<file path="src/rtl/dmac_pkg.sv">
package dmac_pkg;

  typedef enum logic [2:0] {
    PORT_CMD     = 3'd0,
    PORT_REQ     = 3'd1,
    PORT_SMASK   = 3'd2,
    PORT_MODE    = 3'd3,
    PORT_CLRFF   = 3'd4,
    PORT_MRST    = 3'd5,
    PORT_CLRMASK = 3'd6,
    PORT_WRMASK  = 3'd7
  } ctl_port_e;

endpackage

</file>
<file path="src/rtl/dmac_regs.sv">
module dmac_regs
  import dmac_pkg::*;
#(
  parameter int NCH = 4,
  parameter int DW  = 8
) (
  input  logic              clk_i,
  input  logic              rst_ni,
  input  logic              wr_en_i,
  input  logic [2:0]        wr_port_i,
  input  logic [DW-1:0]     wr_data_i,
  input  logic [NCH-1:0]    hold_i,
  input  logic [NCH-1:0]    release_i,
  input  logic [NCH-1:0]    tc_i,
  input  logic              ff_toggle_i,
  output logic [2*NCH-1:0]  status_o,
  output logic [NCH-1:0]    mask_o,
  output logic [DW-1:0]     command_o,
  output logic              ff_o,
  output logic [NCH*DW-1:0] mode_o,
  output logic              cmd_err_o
);

  localparam int CW      = $clog2(NCH);
  localparam int SET_BIT = CW;

  ctl_port_e           port;
  logic [CW-1:0]       sel;
  logic [2*NCH-1:0]    stat_q, stat_d;
  logic [NCH-1:0]      mask_q, mask_d;
  logic [DW-1:0]       cmd_q, cmd_d;
  logic                ff_q, ff_d;
  logic                err_q, err_d;
  logic                reg_en;

  assign port   = ctl_port_e'(wr_port_i);
  assign sel    = wr_data_i[CW-1:0];
  assign reg_en = wr_en_i | (|hold_i) | (|release_i) | (|tc_i) | ff_toggle_i;

  always_comb begin
    stat_d = stat_q;
    mask_d = mask_q;
    cmd_d  = cmd_q;
    ff_d   = ff_q ^ ff_toggle_i;
    err_d  = 1'b0;
    if (wr_en_i) begin
      case (port)
        PORT_CMD: begin
          if (wr_data_i == '0) cmd_d = '0;
          else                 err_d = 1'b1;
        end
        PORT_REQ: begin
          stat_d[NCH + int'(sel)] = wr_data_i[SET_BIT];
          stat_d[sel]             = 1'b0;
        end
        PORT_SMASK:   mask_d[sel] = wr_data_i[SET_BIT];
        PORT_CLRFF:   ff_d = 1'b0;
        PORT_MRST: begin
          mask_d = '1;
          stat_d = '0;
          cmd_d  = '0;
          ff_d   = 1'b0;
        end
        PORT_CLRMASK: mask_d = '0;
        PORT_WRMASK:  mask_d = wr_data_i[NCH-1:0];
        default: ;
      endcase
    end
    // device events land after the port write; release beats hold
    stat_d[NCH +: NCH] = (stat_d[NCH +: NCH] | hold_i) & ~release_i;
    stat_d[NCH-1:0]    = stat_d[NCH-1:0] | tc_i;
  end

  always_ff @(posedge clk_i or negedge rst_ni) begin
    if (!rst_ni) begin
      stat_q <= '0;
      mask_q <= '1;
      cmd_q  <= '0;
      ff_q   <= 1'b0;
    end else if (reg_en) begin
      stat_q <= stat_d;
      mask_q <= mask_d;
      cmd_q  <= cmd_d;
      ff_q   <= ff_d;
    end
  end

  always_ff @(posedge clk_i or negedge rst_ni) begin
    if (!rst_ni) err_q <= 1'b0;
    else         err_q <= err_d;
  end

  for (genvar g = 0; g < NCH; g++) begin : g_mode
    logic          we;
    logic [DW-1:0] mode_q;
    assign we = wr_en_i && (port == PORT_MODE) && (sel == CW'(g));
    always_ff @(posedge clk_i or negedge rst_ni) begin
      if (!rst_ni)  mode_q <= '0;
      else if (we)  mode_q <= wr_data_i;
    end
    assign mode_o[g*DW +: DW] = mode_q;
  end

  assign status_o  = stat_q;
  assign mask_o    = mask_q;
  assign command_o = cmd_q;
  assign ff_o      = ff_q;
  assign cmd_err_o = err_q;

endmodule

</file>
<file path="src/rtl/dmac_scan.sv">
module dmac_scan #(
  parameter int NCH = 4
) (
  input  logic           clk_i,
  input  logic           rst_ni,
  input  logic           start_i,
  input  logic [NCH-1:0] elig_i,
  output logic [NCH-1:0] svc_o,
  output logic           busy_o,
  output logic           reject_o
);

  localparam int CW = $clog2(NCH);
  localparam logic [CW-1:0] LAST = CW'(NCH - 1);

  logic           busy_q, busy_d;
  logic [CW-1:0]  idx_q, idx_d;
  logic [NCH-1:0] svc_q, svc_d;
  logic           rej_q, rej_d;

  always_comb begin
    busy_d = busy_q;
    idx_d  = idx_q;
    svc_d  = '0;
    rej_d  = start_i & busy_q;
    if (busy_q) begin
      if (elig_i[idx_q]) svc_d[idx_q] = 1'b1;
      if (idx_q == LAST) begin
        busy_d = 1'b0;
        idx_d  = '0;
      end else begin
        idx_d = idx_q + 1'b1;
      end
    end else if (start_i) begin
      busy_d = 1'b1;
      idx_d  = '0;
    end
  end

  always_ff @(posedge clk_i or negedge rst_ni) begin
    if (!rst_ni) begin
      busy_q <= 1'b0;
      idx_q  <= '0;
      svc_q  <= '0;
      rej_q  <= 1'b0;
    end else begin
      busy_q <= busy_d;
      idx_q  <= idx_d;
      svc_q  <= svc_d;
      rej_q  <= rej_d;
    end
  end

  assign svc_o    = svc_q;
  assign busy_o   = busy_q;
  assign reject_o = rej_q;

endmodule

</file>
<file path="src/rtl/dmac_ctrl.sv">
module dmac_ctrl #(
  parameter int NCH = 4,
  parameter int DW  = 8
) (
  input  logic              clk_i,
  input  logic              rst_ni,
  input  logic              wr_en_i,
  input  logic [2:0]        wr_port_i,
  input  logic [DW-1:0]     wr_data_i,
  input  logic [NCH-1:0]    hold_i,
  input  logic [NCH-1:0]    release_i,
  input  logic [NCH-1:0]    tc_i,
  input  logic              ff_toggle_i,
  input  logic              scan_start_i,
  output logic [2*NCH-1:0]  status_o,
  output logic [NCH-1:0]    mask_o,
  output logic [DW-1:0]     command_o,
  output logic              ff_o,
  output logic [NCH*DW-1:0] mode_o,
  output logic [NCH-1:0]    svc_o,
  output logic              scan_busy_o,
  output logic              scan_reject_o,
  output logic              cmd_err_o
);

  logic [NCH-1:0] elig;

  dmac_regs #(.NCH(NCH), .DW(DW)) regs_i (
    .clk_i       (clk_i),
    .rst_ni      (rst_ni),
    .wr_en_i     (wr_en_i),
    .wr_port_i   (wr_port_i),
    .wr_data_i   (wr_data_i),
    .hold_i      (hold_i),
    .release_i   (release_i),
    .tc_i        (tc_i),
    .ff_toggle_i (ff_toggle_i),
    .status_o    (status_o),
    .mask_o      (mask_o),
    .command_o   (command_o),
    .ff_o        (ff_o),
    .mode_o      (mode_o),
    .cmd_err_o   (cmd_err_o)
  );

  assign elig = ~mask_o & status_o[2*NCH-1:NCH];

  dmac_scan #(.NCH(NCH)) scan_i (
    .clk_i    (clk_i),
    .rst_ni   (rst_ni),
    .start_i  (scan_start_i),
    .elig_i   (elig),
    .svc_o    (svc_o),
    .busy_o   (scan_busy_o),
    .reject_o (scan_reject_o)
  );

endmodule

</file>
<file path="config.mk">
export PLATFORM = sky130hd
export DESIGN_NAME = dmac_ctrl
export DESIGN_NICKNAME = d
export VERILOG_FILES = /design/src/rtl/dmac_pkg.sv /design/src/rtl/dmac_regs.sv /design/src/rtl/dmac_scan.sv /design/src/rtl/dmac_ctrl.sv
export SDC_FILE = /design/constraint.sdc
export NUM_CORES = 1
export LEC_CHECK = 0
export BUFFER_PORTS_ARGS = -buffer_cell sky130_fd_sc_hd__buf_2
export CORE_MARGIN = 4
export CORE_UTILIZATION = 40
export CTS_CLUSTER_DIAMETER = 120
export DETAILED_ROUTE_END_ITERATION = 12
export PLACE_DENSITY = 0.67
export SYNTH_ARGS = -nofsm -noshare
export SYNTH_HDL_FRONTEND = slang
export SYNTH_SLANG_ARGS = --single-unit
</file>
<file path="constraint.sdc">
create_clock -name clk_i -period 1.55 [get_ports clk_i]
set_input_delay 0.155 -clock clk_i [delete_from_list [all_inputs] [get_ports clk_i]]
set_output_delay 0.155 -clock clk_i [all_outputs]
set_load 0.01 [all_outputs]
</file>
==> Yosys cells after proc, flatten, opt, wreduce, memory -nomap -nowiden <==
Cells that the tools add are included.
{ "classes": {"addsub": 2, "magnitude_cmp": 7, "eq_ne": 12, "muxes": 30, "bitwise_logic": 14, "reduce_logical": 21} }
{ "ops": {"columns": ["cell", "n"], "rows": [
  ["32-bit by 1-bit >= comparator with 1-bit output, second input constant", 1],
  ["32-bit by 5-bit less-than comparator with 1-bit output, second input constant", 1],
  ["8-bit case mux with 2 select lines", 2],
  ["8-bit two-way mux", 2],
  ["4-bit case mux with 4 select lines", 1],
  ["1-bit two-way mux", 13],
  ["3-bit equality test, second input constant", 4],
  ["4-bit OR reduction", 3],
  ["1-bit logical AND", 9],
  ["4-bit AND", 2],
  ["8-bit AND", 1],
  ["8-bit bitwise mux", 1],
  ["8-bit logical NOT", 1],
  ["4-bit two-way mux", 2],
  ["4-bit inverter", 2],
  ["4-bit inverter with 8-bit output", 1],
  ["4-bit OR", 2],
  ["1-bit demux with 2-bit select", 3],
  ["2-bit equality test, second input constant", 3],
  ["3-bit by 2-bit equality test with 1-bit output, second input constant", 2],
  ["2-bit by 3-bit less-than comparator with 1-bit output, second input constant", 2],
  ["2-bit two-way mux", 3],
  ["3-bit by 2-bit adder with 4-bit output, first input constant", 1],
  ["4-bit bitwise mux", 1],
  ["18 further kinds", 23]
]} }
{ "word_totals": {"ff_bits": 62, "in_bits": 28, "output_inout_bits": 60, "word_cells": 99} }

==> Depth between registers and ports, before layout <==
{ "logic_depth": {"depth_word": 11, "depth_mapped": 6} }

==> Hierarchy <==
Synthesis repeated with hierarchy kept, for this count alone.
{ "hier_totals": {"cells_unflattened": 200, "hier_area_um2": 2488.6} }
{ "by_module_without_submodules": {"columns": ["mod", "instances", "cells_per_inst", "area_each_um2"], "rows": [
  ["dmac_regs", 1, 159, 2009.4],
  ["dmac_scan", 1, 37, 424.2],
  ["dmac_ctrl", 1, 4, 55.1]
]} }

==> Least setup slack after synthesis <==
Ideal clock, no wire load.
{ "synth_timing": {"path_type": "input port to flip-flop", "from": "input wr_port_i[0]", "to": "register regs_i.g_mode[0].mode_q[3]", "setup_ps": 125, "t_arrival_ps": 1210, "required_time_ps": 1425, "setup_slack_ps": 215, "path_stages": 5, "path_cell_list": "buf_2 -> nand4b_4 -> or3_1 -> buf_6 -> mux2_4"} }
{ "synth_via": {"elab_chain_cells": 3} }
{ "synth_lines": {"columns": ["item", "line_no", "rtl"], "rows": [
  ["start: declaration", "dmac_ctrl.sv:8", "input logic [2:0] wr_port_i,"],
  ["3-bit by 2-bit equality test with 1-bit output", "dmac_regs.sv:96", "assign we = wr_en_i && (port == PORT_MODE) && (sel == CW'(g));"],
  ["1-bit logical AND (2 in series)", "dmac_regs.sv:96", null],
  ["end signal: assignment", "dmac_regs.sv:99", "else if (we) mode_q <= wr_data_i;"],
  ["end: declaration", "dmac_regs.sv:95", "logic [DW-1:0] mode_q;"]
]} }
No other way between the ends.
A chain may end at the register's enable or synchronous reset.

==> Worst setup path after layout <==
{ "layout_timing": {"from": "register scan_i.idx_q[0]", "to": "register scan_i.svc_q[3] (netlist: scan_i.svc_o[3])"} }
{ "layout_via": {"elab_chain_cells": 6} }
{ "layout_lines": {"columns": ["item", "line_no", "rtl"], "rows": [
  ["start: declaration", "dmac_scan.sv:17", "logic [CW-1:0] idx_q, idx_d;"],
  ["start signal: assignment", "dmac_scan.sv:48", "idx_q <= idx_d;"],
  ["2-bit by 3-bit less-than comparator with 1-bit output (not written as such) / 2-bit by 1-bit >= comparator with 1-bit output (equally long branches)", "dmac_scan.sv:27", "if (elig_i[idx_q]) svc_d[idx_q] = 1'b1;"],
  ["1-bit logical AND (not written as such)", "dmac_scan.sv:27", null],
  ["1-bit two-way mux (not written as such)", "dmac_scan.sv:27", null],
  ["1-bit demux with 2-bit select", null, null],
  ["4-bit two-way mux *", "dmac_scan.sv:27", null],
  ["4-bit two-way mux *", "dmac_scan.sv:26", "if (busy_q) begin"],
  ["via scan_i.svc_d[3]", "dmac_scan.sv:18", "logic [NCH-1:0] svc_q, svc_d;"],
  ["end signal: assignment", "dmac_scan.sv:49", "svc_q <= svc_d;"],
  ["end: declaration", "dmac_scan.sv:18", null]
]} }
Mark *: on every way through the listed nets, which the timed path passes. The rest lies on a longest branch. The select of a mux whose other input is x is not followed.

==> flow_summary.yaml <==
route:
  wl_um: 5280
  wl_per_cell_um: 15.0
  ant_nets: 0
  drc: 0
  via_per_inst: 4.78
  firstDrtPassIters: 4
  num_vias: 1683
  first_iter_violations: 77
yosys:
  yosysWarnings: 0
  ys_types: 39
  avgSynthCellArea_um2: 12.4
  synth_area_um2: 2360
  ys_ff_latch: 54
  synthCells: 190
  ys_top_cells_by_area: "dfrtp_1 53%, mux2_2 9.1%, dfstp_2 4.5%"
  ys_seq_area_share_pct: 57.4
  yosysTopAreaCell: "dfrtp_1"
  synth_top_area_share_pct: 53.0
grt:
  grt_first_pass_wirelength_um: 8580
  grt_pass1_vias: 1650
  track_usage_pct: 15.0
  gr-total-overflow: 0
  antenna_found_initial: 0
  grt_max_degree: 26
power:
  p_leak_uw: 0.00154
  ir_drop_uv: 485
  p_per_area_nw_per_um2: 1250
floorplan:
  start_util_pct: 42.1
  fp.dieArea_um2: 7200
  die_w_um: 84.8
  num_io_pins: 88
  die_h_um: 84.8
  row_count: 27
  core_um2: 5610
worst_setup_path:
  rr_startpoint: "scan_i.idx_q[0]$_DFFE_PN0P_"
  worstPathRequired_ns: 1.75
  rr_endpoint: "scan_i.svc_o[3]$_DFF_PN0_"
  cp.arrival_ns: 1.52
  start_kind: "flip-flop"
  crit_path_end_kind: "flip-flop"
  critical_path_class: "reg -> reg"
  reg2reg_setup_slack_ns: 0.23
  crit_fanout: 7
  reg2reg_depth: 4
clock_network:
  clkTransAtPathRegs_ns: 0.09
  clock_latency_ns: 0.30
  post_cts_buffers: 0
  htreeDepth: 2
  cts_root_buffer: "clkbuf_8"
  cts_buffers: 5
  cts_resized: 0
  clock_path_buffers: 2
  cts_sinks: 54
  cts_tree: "built"
flow_run:
  max_cap_violations: 0
min_path:
  min_to: "regs_i.status_o[1]$_DFFE_PN0P_"
  holdCritStartpoint: "tc_i[1]"
  hp-class: "in -> reg"
  min_path_cells: 2
timing:
  rsz0062_at_grt: "false"
  slew_viol_final: 0
  setup_viol: 0
  fin_setup_tns_ns: 0
  final.period_utilization_pct: 85.0
  post-route-min-period_ns: 1.32
  max_freq_ghz: 0.759
  fin_skew_ns: 0.00202
  hold_viol: 0
placement:
  numPortBuffers: 79
  post-dp-hpwl_um: 4110
  dp_cells: 340
  gp_congestion: 0.832
cells_and_area:
  diodes: 0
  syn_to_final_growth_pct: 26.8
  final_cells: 352
  drive_gt1_share_pct: 46.8
  num-nets-final: 312
status:
  status: "complete, no violations"
## flip-flops by register name, indices dropped and copies added, names as in the netlist, named ones only
| register | cells |
|---|---|
| regs_i.cmd_err_o | 1 |
| regs_i.ff_o | 1 |
| regs_i.g_mode.mode_q | 32 |
| regs_i.status_o | 8 |
| scan_i.busy_o | 1 |
| scan_i.idx_q | 2 |
| scan_i.reject_o | 1 |
| scan_i.svc_o | 4 |
## cells in the final DEF, fill, tap and decap left out, types with 2 or more instances in the layout
cell type / n
a21oi_1: 8
o21ai_0: 9
mux2_2: 19
inv_1: 6
dfstp_2: 4
clkbuf_8: 5
buf_2: 79
and2_2: 2
nor2b_1: 4
dlygate4sd3_1: 5
nor3b_1: 3
and2_1: 6
ha_1: 4
a21o_1: 5
a31oi_1: 6
dfrtp_1: 50
conb_1: 8
nor2_2: 3
mux2_4: 5
or2_2: 4
nand2_1: 9
a221oi_1: 4
nand2b_1: 3
nor2_1: 8
buf_4: 4
## layout make-up
type                       instances  area, µm²
clock inverter                     2       38.8
timing repair buffer              89        495
inverter                           6       22.5
sequential                        54       1360
tap                               72       90.1
clock buffer                       5       68.8
fill                             513       2620
multi-input combinational        124        921
## logic make-up (layout without fill, tap and decap cells)
kind of cell / count (synthesis) / count (layout) / share of synthesized area [%]
compound gates: 37 / 37 / 10.2
xor+xnor: 1 / 1 / 0.371
fa+ha+maj: 4 / 4 / 2.12
buf+inv: 19 / 102 / 4.66
flops: 54 / 54 / 57.4
mux: 25 / 25 / 12.7
other cells: 1 / 8 / 0.159
simple gates: 49 / 49 / 12.4
## metrics by stage
step	area, µm²	worst slack [ns]	utilization, %	hold WS [ns]	power [µW]
6_report	2990	0.232	53.4	0.0223	3730
3_5_place_dp	2840	0.0615	50.6	0.112	2850
2_1_floorplan	2390	0.215	-	-0.141	2430
3_3_place_gp	2840	0.0974	50.6	0.106	2830
4_1_cts	2990	0.236	53.4	0.0164	3780
5_1_grt	2990	0.192	53.4	0.0182	3960
## what timing repair did
action	in CTS	in global routing
setup endpoints to repair	0	0
hold endpoints to repair	15	0
hold buffers	5	0
## critical path, cell delays in order, from the launching register on
cell	delay (ns)
dfrtp_1	0.46
inv_1	0.14
nor3b_1	0.07
o311a_1	0.37
and2_1	0.18
## worst max path at each step
| stage | from | end | slack [ns] | cells after the start |
|---|---|---|---|---|
| CTS | scan_i.idx_q[0]$_DFFE_PN0P_ | scan_i.svc_o[3]$_DFF_PN0_ | 0.24 | 4 |
| global placement | wr_port_i[0] | regs_i.g_mode[0].mode_q[5]$_DFFE_PN0P_ | 0.1 | 4 |
| detailed placement | wr_port_i[0] | regs_i.g_mode[0].mode_q[4]$_DFFE_PN0P_ | 0.06 | 4 |
| finish | scan_i.idx_q[0]$_DFFE_PN0P_ | scan_i.svc_o[3]$_DFF_PN0_ | 0.23 | 4 |
| global route | scan_i.idx_q[0]$_DFFE_PN0P_ | scan_i.svc_o[3]$_DFF_PN0_ | 0.19 | 4 |
| floorplan | wr_port_i[0] | regs_i.g_mode[0].mode_q[3]$_DFFE_PN0P_ | 0.22 | 5 |
## report_power, final
group / internal (µW) / leakage [µW] / switching (µW)
registers: 1690 / 0.000665 / 180
clock network: 475 / 0.0000542 / 441
logic: 469 / 0.000822 / 471
total: 2640 / 0.00154 / 1090
## cells in the mapped netlist (all sizes together)
cell	instances
dfrtp	50
mux2	24
nor2	11
buf	10
nand2	9
o21ai	9
a21oi	8
and2	8
a31oi	6
inv	6
a21o	5
a221oi	4
dfstp	4
ha	4
nor2b	4
or2	4
clkbuf	3
nand2b	3
nor3b	3
a21boi	1
and3b	1
conb	1
mux2i	1
nand3	1
nand3b	1
nand4b	1
nor4	1
o21bai	1
o311a	1
o311ai	1
o31ai	1
or2b	1
or3	1
xnor2	1
## metal layers
layer  part of all wire, %  up-vias  global-route usage (%)
li1                      -      824                       -
met1                    47      801                    20.9
met2                    46       51                    22.8
met3                   5.9        7                    4.37
met4                   1.4        0                    4.75
met5                     0        -                       0
(Power assumes the default switching activity.)
